File: src/rtl/ptw_pkg.sv
package ptw_pkg;

  localparam logic [1:0] ACC_FETCH = 2'd0;
  localparam logic [1:0] ACC_READ  = 2'd1;
  localparam logic [1:0] ACC_WRITE = 2'd2;
  localparam logic [1:0] ACC_PROBE = 2'd3;

  localparam logic [1:0] EXC_NONE  = 2'd0;
  localparam logic [1:0] EXC_INSTR = 2'd1;
  localparam logic [1:0] EXC_DATA  = 2'd2;

  localparam int RESTRICT_W = 5;
  localparam int STATUS_W   = 3;

  typedef enum logic [1:0] {
    DK_BAD,
    DK_NEXT,
    DK_LEAF,
    DK_NOAF
  } descKind_e;

  typedef struct packed {
    logic load;
    logic rootFault;
    logic advance;
    logic leafHit;
    logic descFault;
  } walkStrobe_t;

  function automatic logic isFetchKind(logic [1:0] acc);
    return (acc == ACC_FETCH) || (acc == ACC_PROBE);
  endfunction

  function automatic logic [1:0] excFor(logic [1:0] acc);
    return isFetchKind(acc) ? EXC_INSTR : EXC_DATA;
  endfunction

  function automatic logic [7:0] causeFor(logic [1:0] acc, logic noAccessFlag);
    logic [1:0] base;
    base = isFetchKind(acc) ? 2'b00 : acc;
    return {3'b000, noAccessFlag, 2'b00, base};
  endfunction

  // attr is descriptor bits 63:59
  function automatic logic [RESTRICT_W-1:0] tableRestrict(logic [4:0] attr);
    logic [RESTRICT_W-1:0] r;
    r    = '0;
    r[0] = attr[0];
    r[1] = attr[1];
    r[4] = (attr[3:2] == 2'd1);
    r[3] = (attr[3:2] == 2'd2);
    r[2] = (attr[3:2] == 2'd3);
    return r;
  endfunction

endpackage

File: src/rtl/pt_walk_dp.sv
module pt_walk_dp
  import ptw_pkg::*;
#(
  parameter int VA_IN_W     = 64,
  parameter int VA_W        = 48,
  parameter int PA_W        = 48,
  parameter int IDX_W       = 9,
  parameter int LEVELS      = 4,
  parameter int PAGE_SHIFT  = 12,
  parameter int DESC_W      = 64,
  parameter int REGION_BITS = 16,
  parameter int AF_BIT      = 10
) (
  input  logic                  clk,
  input  logic                  rstN,
  input  walkStrobe_t           strobe,
  input  logic [VA_IN_W-1:0]    reqVaddr,
  input  logic [1:0]            reqAccess,
  input  logic [VA_IN_W-1:0]    rootBase0,
  input  logic [VA_IN_W-1:0]    rootBase1,
  input  logic [DESC_W-1:0]     memRspData,
  output logic                  regionOk,
  output descKind_e             rspKind,
  output logic [PA_W-1:0]       memReqAddr,
  output logic [1:0]            faultType,
  output logic [7:0]            faultCause,
  output logic [STATUS_W-1:0]   faultStatus,
  output logic [PA_W-1:0]       resPaddr,
  output logic [RESTRICT_W-1:0] resRestrict,
  output logic [DESC_W-1:0]     resDesc
);

  localparam int LVL_W       = $clog2(LEVELS);
  localparam int BASE_W      = PA_W - PAGE_SHIFT;
  localparam int ENTRY_SHIFT = $clog2(DESC_W / 8);
  localparam logic [LVL_W-1:0] LAST_LVL = LVL_W'(LEVELS - 1);

  logic [VA_W-1:0]       vaReg;
  logic [1:0]            accReg;
  logic [BASE_W-1:0]     baseReg;
  logic [LVL_W-1:0]      levelReg;
  logic [RESTRICT_W-1:0] restrReg;

  // region decode on the incoming request
  logic [REGION_BITS-1:0] topBits;
  logic lowRegion, highRegion;
  assign topBits    = reqVaddr[VA_IN_W-1 -: REGION_BITS];
  assign lowRegion  = (topBits == '0);
  assign highRegion = (&topBits);
  assign regionOk   = lowRegion | highRegion;

  logic unusedRootBits;
  assign unusedRootBits = ^{rootBase0[VA_IN_W-1:PA_W], rootBase0[PAGE_SHIFT-1:0],
                            rootBase1[VA_IN_W-1:PA_W], rootBase1[PAGE_SHIFT-1:0]};

  // per-level index slices and leaf address splices
  logic [IDX_W-1:0] idxAt   [LEVELS];
  logic [PA_W-1:0]  paddrAt [LEVELS];

  for (genvar g = 0; g < LEVELS; g++) begin : gLevel
    localparam int REM = VA_W - IDX_W * (g + 1);
    assign idxAt[g]   = vaReg[VA_W-1-IDX_W*g -: IDX_W];
    assign paddrAt[g] = {memRspData[PA_W-1:REM], vaReg[REM-1:0]};
  end

  assign memReqAddr = {baseReg, idxAt[levelReg], {ENTRY_SHIFT{1'b0}}};

  // descriptor classification for the current level
  logic [1:0] typeBits;
  logic       accessFlag, atFirst, atLast;
  assign typeBits   = memRspData[1:0];
  assign accessFlag = memRspData[AF_BIT];
  assign atFirst    = (levelReg == '0);
  assign atLast     = (levelReg == LAST_LVL);

  always_comb begin
    rspKind = DK_BAD;
    if (typeBits == 2'b11) begin
      if (atLast) rspKind = accessFlag ? DK_LEAF : DK_NOAF;
      else        rspKind = DK_NEXT;
    end else if (typeBits == 2'b01 && !atFirst && !atLast) begin
      rspKind = accessFlag ? DK_LEAF : DK_NOAF;
    end
  end

  // walk state
  always_ff @(posedge clk or negedge rstN) begin
    if (!rstN) begin
      vaReg    <= '0;
      accReg   <= ACC_FETCH;
      baseReg  <= '0;
      levelReg <= '0;
      restrReg <= '0;
    end else if (strobe.load) begin
      vaReg    <= reqVaddr[VA_W-1:0];
      accReg   <= reqAccess;
      baseReg  <= highRegion ? rootBase1[PA_W-1:PAGE_SHIFT] : rootBase0[PA_W-1:PAGE_SHIFT];
      levelReg <= '0;
      restrReg <= '0;
    end else if (strobe.advance) begin
      baseReg  <= memRspData[PA_W-1:PAGE_SHIFT];
      levelReg <= levelReg + 1'b1;
      restrReg <= restrReg | tableRestrict(memRspData[DESC_W-1 -: 5]);
    end
  end

  // result registers
  always_ff @(posedge clk or negedge rstN) begin
    if (!rstN) begin
      faultType   <= EXC_NONE;
      faultCause  <= '0;
      faultStatus <= '0;
      resPaddr    <= '0;
      resRestrict <= '0;
      resDesc     <= '0;
    end else if (strobe.leafHit) begin
      faultType   <= EXC_NONE;
      faultCause  <= '0;
      resPaddr    <= paddrAt[levelReg];
      resRestrict <= restrReg;
      resDesc     <= memRspData;
    end else if (strobe.descFault) begin
      faultType   <= excFor(accReg);
      faultCause  <= causeFor(accReg, rspKind == DK_NOAF);
      faultStatus <= {{(STATUS_W-LVL_W){1'b0}}, levelReg};
      resPaddr    <= '0;
      resRestrict <= '0;
      resDesc     <= '0;
    end else if (strobe.rootFault) begin
      faultType   <= excFor(reqAccess);
      faultCause  <= causeFor(reqAccess, 1'b0);
      resPaddr    <= '0;
      resRestrict <= '0;
      resDesc     <= '0;
    end
  end

endmodule

File: src/rtl/pt_walk_ctrl.sv
module pt_walk_ctrl
  import ptw_pkg::*;
(
  input  logic        clk,
  input  logic        rstN,
  input  logic        reqValid,
  input  logic        regionOk,
  input  logic        memReqReady,
  input  logic        memRspValid,
  input  descKind_e   rspKind,
  output walkStrobe_t strobe,
  output logic        busy,
  output logic        memReqValid,
  output logic        doneValid
);

  typedef enum logic [1:0] {ST_IDLE, ST_ISSUE, ST_WAIT, ST_DONE} walkState_e;

  walkState_e state, nextState;

  always_comb begin
    strobe    = '0;
    nextState = state;
    unique case (state)
      ST_IDLE: begin
        if (reqValid) begin
          strobe.load = 1'b1;
          if (regionOk) begin
            nextState = ST_ISSUE;
          end else begin
            strobe.rootFault = 1'b1;
            nextState        = ST_DONE;
          end
        end
      end
      ST_ISSUE: begin
        if (memReqReady) nextState = ST_WAIT;
      end
      ST_WAIT: begin
        if (memRspValid) begin
          unique case (rspKind)
            DK_NEXT: begin
              strobe.advance = 1'b1;
              nextState      = ST_ISSUE;
            end
            DK_LEAF: begin
              strobe.leafHit = 1'b1;
              nextState      = ST_DONE;
            end
            default: begin
              strobe.descFault = 1'b1;
              nextState        = ST_DONE;
            end
          endcase
        end
      end
      default: nextState = ST_IDLE;
    endcase
  end

  always_ff @(posedge clk or negedge rstN) begin
    if (!rstN) state <= ST_IDLE;
    else       state <= nextState;
  end

  assign busy        = (state != ST_IDLE);
  assign memReqValid = (state == ST_ISSUE);
  assign doneValid   = (state == ST_DONE);

endmodule

File: src/rtl/pt_walker.sv
module pt_walker
  import ptw_pkg::*;
#(
  parameter int VA_IN_W     = 64,
  parameter int VA_W        = 48,
  parameter int PA_W        = 48,
  parameter int IDX_W       = 9,
  parameter int LEVELS      = 4,
  parameter int PAGE_SHIFT  = 12,
  parameter int DESC_W      = 64,
  parameter int REGION_BITS = 16,
  parameter int AF_BIT      = 10
) (
  input  logic                  clk,
  input  logic                  rstN,
  input  logic [VA_IN_W-1:0]    rootBase0,
  input  logic [VA_IN_W-1:0]    rootBase1,
  input  logic                  reqValid,
  input  logic [VA_IN_W-1:0]    reqVaddr,
  input  logic [1:0]            reqAccess,
  output logic                  busy,
  output logic                  memReqValid,
  input  logic                  memReqReady,
  output logic [PA_W-1:0]       memReqAddr,
  input  logic                  memRspValid,
  input  logic [DESC_W-1:0]     memRspData,
  output logic                  doneValid,
  output logic [1:0]            faultType,
  output logic [7:0]            faultCause,
  output logic [STATUS_W-1:0]   faultStatus,
  output logic [PA_W-1:0]       resPaddr,
  output logic [RESTRICT_W-1:0] resRestrict,
  output logic [DESC_W-1:0]     resDesc
);

  walkStrobe_t strobe;
  logic        regionOk;
  descKind_e   rspKind;

  pt_walk_ctrl uCtrl (
    .clk        (clk),
    .rstN       (rstN),
    .reqValid   (reqValid),
    .regionOk   (regionOk),
    .memReqReady(memReqReady),
    .memRspValid(memRspValid),
    .rspKind    (rspKind),
    .strobe     (strobe),
    .busy       (busy),
    .memReqValid(memReqValid),
    .doneValid  (doneValid)
  );

  pt_walk_dp #(
    .VA_IN_W    (VA_IN_W),
    .VA_W       (VA_W),
    .PA_W       (PA_W),
    .IDX_W      (IDX_W),
    .LEVELS     (LEVELS),
    .PAGE_SHIFT (PAGE_SHIFT),
    .DESC_W     (DESC_W),
    .REGION_BITS(REGION_BITS),
    .AF_BIT     (AF_BIT)
  ) uDp (
    .clk        (clk),
    .rstN       (rstN),
    .strobe     (strobe),
    .reqVaddr   (reqVaddr),
    .reqAccess  (reqAccess),
    .rootBase0  (rootBase0),
    .rootBase1  (rootBase1),
    .memRspData (memRspData),
    .regionOk   (regionOk),
    .rspKind    (rspKind),
    .memReqAddr (memReqAddr),
    .faultType  (faultType),
    .faultCause (faultCause),
    .faultStatus(faultStatus),
    .resPaddr   (resPaddr),
    .resRestrict(resRestrict),
    .resDesc    (resDesc)
  );

endmodule

File: config.mk
export PLATFORM = sky130hd
export DESIGN_NAME = pt_walker
export DESIGN_NICKNAME = d
export VERILOG_FILES = /design/src/rtl/ptw_pkg.sv /design/src/rtl/pt_walk_dp.sv /design/src/rtl/pt_walk_ctrl.sv /design/src/rtl/pt_walker.sv
export SDC_FILE = /design/constraint.sdc
export NUM_CORES = 1
export LEC_CHECK = 0
export BUFFER_PORTS_ARGS = -buffer_cell sky130_fd_sc_hd__buf_2
export CAP_MARGIN = 20
export CORE_AREA = 2 2 174 176
export CTS_CLUSTER_DIAMETER = 80
export DETAILED_ROUTE_END_ITERATION = 8
export DIE_AREA = 0 0 176 178
export PLACE_DENSITY = 0.71
export SLEW_MARGIN = 0
export SYNTH_ARGS = -nofsm -noshare
export SYNTH_HDL_FRONTEND = slang
export SYNTH_HIERARCHICAL = 1
export SYNTH_SLANG_ARGS = --single-unit
File: constraint.sdc
create_clock -name clk -period 4.2 [get_ports clk]
set_input_delay 0.63 -clock clk [delete_from_list [all_inputs] [get_ports clk]]
set_output_delay 0.63 -clock clk [all_outputs]
set_load 0.1 [all_outputs]
# [After elaboration in Yosys (flattened, before gate mapping)]
# Cells that the tools add are included.
[totals] in_bits=263 word_cells=103 out_inout_bits=181 ff_bits=224
[classes] addsub=1 reduce_logical=18 n_mux=50 eq_ne=17 n_lt_le_gt_ge=1 n_bitwise=4
[ops] cell="two-way mux 48 bit" n=5
[ops] cell="two-way mux 64 bit" n=3
[ops] cell="two-way mux 36 bit" n=3
[ops] cell="binary-select mux 48 bit (select 2 bit)" n=1
[ops] cell="two-way mux 2 bit" n=19
[ops] cell="two-way mux 5 bit" n=5
[ops] cell="two-way mux 8 bit" n=3
[ops] cell="equality test 2 bit, second input constant" n=10
[ops] cell="binary-select mux 9 bit (select 2 bit)" n=1
[ops] cell="two-way mux 9 bit" n=2
[ops] cell="zero test 16 bit" n=1
[ops] cell="AND reduction 16 bit" n=1
[ops] cell="equality test 2 x 1 -> 1 bit, second input constant" n=4
[ops] cell="zero test 2 bit" n=4
[ops] cell="two-way mux 3 bit" n=2
[ops] cell="one-hot mux 2 bit (3 select lines)" n=1
[ops] cell="two-way mux 1 bit" n=5
[ops] cell="bitwise OR 5 bit" n=1
[ops] cell="!= test 2 bit, second input constant" n=2
[ops] cell="nonzero test 2 bit" n=2
[ops] cell=">= comparator 3 bit, second input constant" n=1
[ops] cell="NOT 2 -> 3 bit" n=1
[ops] cell="AND reduction 3 bit" n=1
[ops] cell="nonzero test 3 bit" n=1
[ops] cell="9 further kinds" n=12

# [Logic depth before layout (Yosys ltp)]
# Gate-level depths: netlist (run 1).
[logic_depth] word_depth=13 mapped_depth=15 depth_no_buf=12

# [Hierarchy]
# The synthesis (run 1) kept the hierarchy.
[by_module_without_submodules] module="pt_walk_dp" seq_area_each_um2=5205.0 cells_per_inst=784 n_inst=1 area_per_inst_um2=9841.9
[by_module_without_submodules] module="pt_walk_ctrl" seq_area_each_um2=50.0 cells_per_inst=23 n_inst=1 area_per_inst_um2=200.2

# [Worst setup path after synthesis (run 1)]
# Ideal clock, no wire load.
[synth_timing] kind="in2reg" start="in reqVaddr[54]" end="reg uDp.resPaddr[10]" t_required_ps=4077 path_buffers=6 setup_ps=123 slack_ps=1260 arrival_time_ps=2817 stages=12 cell_sequence="and4_1 -> buf_6 -> and4_4 -> buf_6 -> buf_6 -> a41o_1 -> nor4b_2 -> nor3_1 -> buf_2 -> buf_4 -> buf_2 -> a22o_1"
[synth_lines] element="start, declared" line_no="pt_walker.sv:19" source="input logic [VA_IN_W-1:0] reqVaddr,"
[synth_lines] element="end signal, assigned" line_no="pt_walk_dp.sv:119" source="resPaddr <= paddrAt[levelReg];"
[synth_lines] element="end, declared" line_no="pt_walk_dp.sv:28" source="output logic [PA_W-1:0] resPaddr,"

==> summary.md, run 1 <==
| Metric | Value |
|---|---|
| Status | finished, final reports clean |
| Global-route wire length before repair | 48.13 mm |
| Cts repair resizes | 0 |
| Largest cells by area after synthesis | dfrtp_1, a22o_1, mux2_1 |
| Largest family of logic cells by synthesized area | compound AO/OA/AOI/OAI gates |
| Gr ovfl total | 0 |
| Worst EP required | 4.66 ns |
| Drc violations | 0 |
| Met3 usage in global routing | 5.243% |
| Period minus WS final | 3.190 ns |
| Number of top-level pins | 444 |
| Slew Limit Fails | 0 |
| Die W | 176 um |
| Fmax | 313.5 MHz |
| Hold-fix buffers, CTS | 0 |
| CTS Buffer Depth | 3 |
| Crit start category | flop |
| Commonest cells after routing, fill and taps aside | buf_2, dfrtp_1, a22o_1 |
| ANT nets after route | 0 |
| Min Hold Slack | 0.1767 ns |
| CTS H-Tree Depth | 1 |
| Post-synth EDFFs | 0 |
| Final Setup Violations | 0 |
| FF-to-FF path depth | 12 |
| GP Congestion | 0.7733 |
| HPWL after DPL | 22.40 mm |
| Synth Area in XOR/XNOR | 0.08722% |
| Worst r2r dst | uDp/resPaddr[24] |
| Drt pass-1 iters | 4 |
| GRT Max-Usage Layer | met2 |
| Initial core utilization | 34.15% |
| Setup_tns | 0 ns |
| Row cnt | 63 |
| Area after DPL | 12170 um2 |
| Clk root buf | clkbuf_16 |
| Synth area leader | dfrtp_1 |
| Final non-filler cell total | 1552 |
| Leakage | 6.404 nW |
| DR vias | 8085 |
| Unique masters post-synth | 43 |
| Simple-gate share of the synthesized area | 7.227% |
| Compound-Gate Fraction of Synth Area | 21.37% |
| Max-Slew Margin vs Limit | 38.20% |
| Layout Skew | 0.007333 ns |
| Clock Pin Slew Worst Setup and Hold Paths | 0.06 ns |
| Final net count | 1411 |
| Reg2Reg Setup Slack | 1.01 ns |
| Total wire length | 32.57 mm |
| Mux cell area share after synthesis | 11.15% |
| Setup bufs post-CTS | 0 |
| Commonest non-fill, non-tap cell in the layout | buf_2 |
| Die Y | 178 um |
| Hold Path Class | input pin to async pin |
| Yosys reg bits | 210 |
| CP Max Fanout | 58 |
| Pin count of the biggest net entering global routing | 120 |
| Sequential-to-total area share from yosys stat | 52.33% |
| Synthesized instance count | 807 |
| Ys async rst share | 100.0% |
| Vias in the first global route | 7914 |
| Worst-Skew Late Latency | 0.53 ns |
| Syn-to-layout area delta | 29.03% |
| Main synth FF type | dfrtp_1 |
| Fin crit share | 75.95% |
| Worst R2R Start | uDp/levelReg[0] |
| Die ar. | 31330 um2 |
| Worst vdd ir | 0.4414 mV |
| Placed insts | 1503 |
| Port buffer count | 378 |
| PwrDens | 786.2 nW/um2 |
| Synth Area per Inst | 12.44 um2 |
| Initial antenna violation count | 6 |
| CTS tree | done |
| Final Power | 10.19 mW |
| Via density per instance | 5.209 |
| Adder-Cell Fraction of Synth Area | 0.9968% |
| Synth warn | 6 |
| Fin area | 12960 um2 |
| Gr usage total | 20.04% |
| RSZ-0062 raised after global routing | no |
| Fin. Hold Viols | 0 |
| Worst Path Arrival | 3.65 ns |
| Critical Path Sink Type | flop |
| Routing usage on met2 | 32.33% |
| DR WL/cell | 20.98 um |
| Slew @ Worst Pin | 0.9270 ns |
| Max cap viols | 0 |
| Clock Sinks | 210 |
| Share of layout cells above drive strength 1 | 41.26% |
| Grt met1 use | 26.29% |
| Fill cell count | 2773 |
| Critical path class | flop to flop |
| Cell Area, Synth | 10040 um2 |
| Iter 0 DRT Violations | 486 |
| Synth top area share | 52.33% |
| Core box area | 29400 um2 |
| Number of CTS-inserted buffers | 25 |
## report_power, final
part | switching [mW] | total (mW) | internal, mW
sequential | 0.418 | 2.98 | 2.56
clock | 0.856 | 2.08 | 1.22
combinational | 3.87 | 5.13 | 1.26
total | 5.14 | 10.2 | 5.05
## synth_stat cells, types with 4 or more instances
cell        n
a211oi_1   36
a21oi_1     4
a22o_1    108
a311oi_1    7
a311oi_2   29
a41oi_1    36
buf_2      21
buf_4      21
buf_6       6
clkbuf_1   43
dfrtp_1   210
ha_1        8
inv_1      49
mux2_1     74
mux2i_1     5
mux4_2      9
nand2_1     9
nand2b_1   38
nor2_1     14
nor2b_1    41
nor4_1      4
o21ai_0     4
## registers in the layout (all words and copies together) (netlist names)
signal / flops
uDp/faultStatus: 2
uDp/faultType: 2
uDp/faultCause: 3
uCtrl/state: 2
uDp/accReg: 2
uDp/restrReg: 5
uDp/levelReg: 2
uDp/resDesc: 56
uDp/resPaddr: 47
uDp/baseReg: 36
uDp/vaReg: 48
uDp/resRestrict: 5
## area by class of cell
type | count | area (um2) | share of cell area, %
Antenna cell | 6 | 15.01 | 0.1159
Clock buffer | 37 | 710.7 | 5.485
Clock inverter | 6 | 58.81 | 0.4538
Inverter | 49 | 183.9 | 1.419
Multi-Input combinational cell | 463 | 4159 | 32.10
Sequential cell | 210 | 5255 | 40.56
Tap cell | 390 | 488.0 | 3.766
Timing Repair Buffer | 391 | 2087 | 16.11
## per-stage QoR
stage | setup WS [ns] | util (%)
final | 1.010 | 44.07
after global routing | 0.7741 | 44.06
after CTS | 0.9847 | 44.02
after detailed placement | 1.016 | 41.40
after global placement | 1.041 | 41.40
after floorplan | 1.260 | -
## per-layer routing
metal | wire, um | up-vias | part of all wire (%)
met5 | 13 | - | 0.040
met4 | 892 | 2 | 2.7
met3 | 2643 | 56 | 8.1
met2 | 15560 | 330 | 48
met1 | 13450 | 4034 | 41
li1 | - | 3663 | -
## kinds of logic (layout without fill, tap and decap cells)
kind of cell               Yosys count  in the layout
DFF                                210            210
buffers and inverters              142            483
xor gates and xnor gates             1              1
adders and majority gates            8              8
and+or+nand+nor                    120            120
other                                1             15
AOI/OAI and AO/OA                  234            234
muxes                               91             91
## how the worst max path moves through the flow
| stage | to | slack, ns | cells past startpoint | start |
|---|---|---|---|---|
| 5_1_grt | uDp/resPaddr[24] | 0.77 | 12 | uDp/levelReg[0] |
| 2_1_floorplan | uDp/resPaddr[10] | 1.26 | 12 | reqVaddr[54] |
| 3_5_place_dp | uDp/resPaddr[22] | 1.02 | 8 | reqVaddr[55] |
| 3_3_place_gp | uDp/resPaddr[15] | 1.04 | 8 | reqVaddr[55] |
| 4_1_cts | uDp/resPaddr[22] | 0.98 | 12 | uDp/levelReg[0] |
| 6_report | uDp/resPaddr[24] | 1.01 | 12 | uDp/levelReg[0] |
## critical path: stages, from the launching register on
cell and delay [ns]:
dfrtp_1 0.81, inv_1 0.14, ha_1 0.25, nor2_1 0.11
o21bai_1 0.07, a21oi_1 0.19, inv_1 0.07, ha_1 0.28
nor3b_1 0.13, buf_4 0.18, nor3_2 0.34, buf_12 0.31
a22o_1 0.19
No activity file was read; power rests on OpenSTA's default activity.
==> inputs of run 2 (changes only) <==
Settings changed: CORE_AREA 2 2 174 176 to 2 2 171 173, DIE_AREA 0 0 176 178 to 0 0 173 175, PLACE_DENSITY 0.71 to 0.73.
Clock period 4.2 ns to 3.2 ns, I/O delays scaled along.
==> run 2 against run 1 <==
- critical path depth is 9 lower
- critical endpoint is now memReqAddr[11]
- largest cell class unchanged
- non-clock buffer count is 11 higher
- critical path type is now flop to primary output
- first-iteration DRC count is 7.0% lower
==> summary.md, run 2 (same netlist as run 1, synthesis figures left out) <==
| Metric | Value |
|---|---|
| Status | finished, final reports clean |
| Max-Slew Margin vs Limit | 57.55% |
| Crit start category | flop |
| Syn-to-layout area delta | 30.26% |
| Worst Path Arrival | 2.13 ns |
| Fin. Hold Viols | 0 |
| Fill cell count | 2646 |
| Core box area | 28390 um2 |
| Fmax | 383.2 MHz |
| Critical path class | flop to primary output |
| Gr ovfl total | 0 |
| Initial core utilization | 35.37% |
| RSZ-0062 raised after global routing | no |
| CTS H-Tree Depth | 1 |
| Worst-Skew Late Latency | 0.54 ns |
| Worst Path Buf+Inv | 2 |
| Share of layout cells above drive strength 1 | 42.25% |
| HPWL after DPL | 23.20 mm |
| Worst vdd ir | 0.6347 mV |
| Critical Path Sink Type | primary output |
| Final Setup Violations | 0 |
| Global-route wire length before repair | 50.07 mm |
| Port buffer count | 378 |
| Setup_tns | 0 ns |
| Drt pass-1 iters | 5 |
| CP delay by family, top | buffers and inverters |
| DR WL/cell | 21.13 um |
| Period minus WS final | 2.610 ns |
| Number of CTS-inserted buffers | 24 |
| Layout Skew | 0.02512 ns |
| Slew @ Worst Pin | 0.6367 ns |
| Commonest non-fill, non-tap cell in the layout | buf_2 |
| Leakage | 6.486 nW |
| Drc violations | 0 |
| Worst EP required | 2.72 ns |
| ANT nets after route | 0 |
| Pin count of the biggest net entering global routing | 79 |
| Number of flip-flops in the largest register | 56 |
| Via density per instance | 5.277 |
| Cts repair resizes | 0 |
| GP Congestion | 0.8609 |
| Final net count | 1421 |
| Commonest cells after routing, fill and taps aside | buf_2, dfrtp_1, a22o_1 |
| CP Max Fanout | 21 |
| Routing usage on met2 | 34.98% |
| Clk root buf | clkbuf_16 |
| Fin crit share | 81.56% |
| Row cnt | 62 |
| Die W | 173 um |
| Iter 0 DRT Violations | 452 |
| Slowest Stage Delay on Critical Path | 0.56 ns |
| Setup slack after layout | 0.5901 ns |
| Slew Limit Fails | 0 |
| Grt met1 use | 28.18% |
| Die ar. | 30280 um2 |
| Die Y | 175 um |
| Number of top-level pins | 444 |
| DR vias | 8227 |
| Reg area | 5255 um2 |
| GRT Max-Usage Layer | met2 |
| Max cap viols | 0 |
| CTS Buffer Depth | 3 |
| CTS tree | done |
| Multi-input gate area | 4159 um2 |
| Clock Pin Slew Worst Setup and Hold Paths | 0.06 ns |
| Top reg by flops | uDp/resDesc |
| Reg2Reg Setup Slack | 0.63 ns |
| Final Util | 46.07% |
| Clock Sinks | 210 |
| Gr usage total | 21.13% |
| Met3 usage in global routing | 3.677% |
| PwrDens | 1029 nW/um2 |
| Crit-path slowest cell | mux4_2 |
| Total wire length | 32.93 mm |
| Top Registers | uDp/resDesc: 56 flops, uDp/vaReg: 48 flops, uDp/resPaddr: 47 flops |
| Hold Path Class | input pin to flop |
| Cell Chain, Critical Path | buf_4 -> mux4_2 -> buf_2 |
| Initial antenna violation count | 9 |
| Dpl ws | 0.6627 ns |
| Vias in the first global route | 8130 |
run 2: changes by cell type in the layout (fill, tap and decap cells not counted):
cell and delta:
buf_4 +10, clkbuf_1 -6, clkinv_2 +4, diode_2 +2, bufinv_16 +1, clkbuf_16 -1
clkinv_16 +1, clkinv_4 +1, dlygate4sd3_1 +1
run 2: through the flow:
stage                     area (um2)  hold WS (ns)  instances  power, mW
after CTS                      13060        0.1275       1551      13.58
after detailed placement       12240        0.4704       1507      10.72
final                          13080        0.1502       1559      13.47
after global routing           13070        0.1345       1556      14.04
after global placement         12240        0.4627       1507      10.59
after floorplan                10070        0.1844        815      9.255
run 2: path summary, 6_finish.rpt:
path	start	end	depth (start not counted)
min	reqVaddr[39]	uDp/vaReg[39]	2
max	uDp/levelReg[1]	memReqAddr[11]	3
max reg2reg	uDp/levelReg[0]	uDp/resPaddr[1]	11
min in group asynchronous	rstN	uDp/resDesc[58]	2
max in group asynchronous	rstN	uDp/baseReg[19]	3
min reg2reg	uDp/faultCause[4]	uDp/faultCause[4]	2
run 2: worst reg2reg max path: cells and delay by family (launching register included):
kind	cells	cell delay, ns
buffers and inverters	3	0.53
adder cells (fa/ha/maj)	2	0.49
AND/OR/NAND/NOR	3	0.56
flip-flops	1	0.37
AO/OA/AOI/OAI	3	0.53
run 2: layer usage:
metal	up-vias	share of wire, %
met5	-	0.039
met4	2	2.7
met3	61	6.4
met2	337	48
met1	4148	42
li1	3679	-
run 2: report_power, final:
group | switching [mW] | internal [mW]
logic | 5.12 | 1.66
clock network | 1.16 | 1.64
registers | 0.522 | 3.36
run 2: cell type report:
| cell class | count | share of cell area [%] |
|---|---|---|
| sequential | 210 | 40.17 |
| multi-input combinational | 463 | 31.79 |
| timing repair buffer | 402 | 16.60 |
| clock buffer | 30 | 5.069 |
| tap | 384 | 3.673 |
| inverter | 49 | 1.406 |
| clock inverter | 13 | 1.129 |
| antenna | 8 | 0.1530 |
run 2: repair_timing:
| item | CTS | global route |
|---|---|---|
| hold endpoints to repair | 74 | 0 |
| setup buffers | 0 | 0 |
| hold buffers | 1 | 0 |
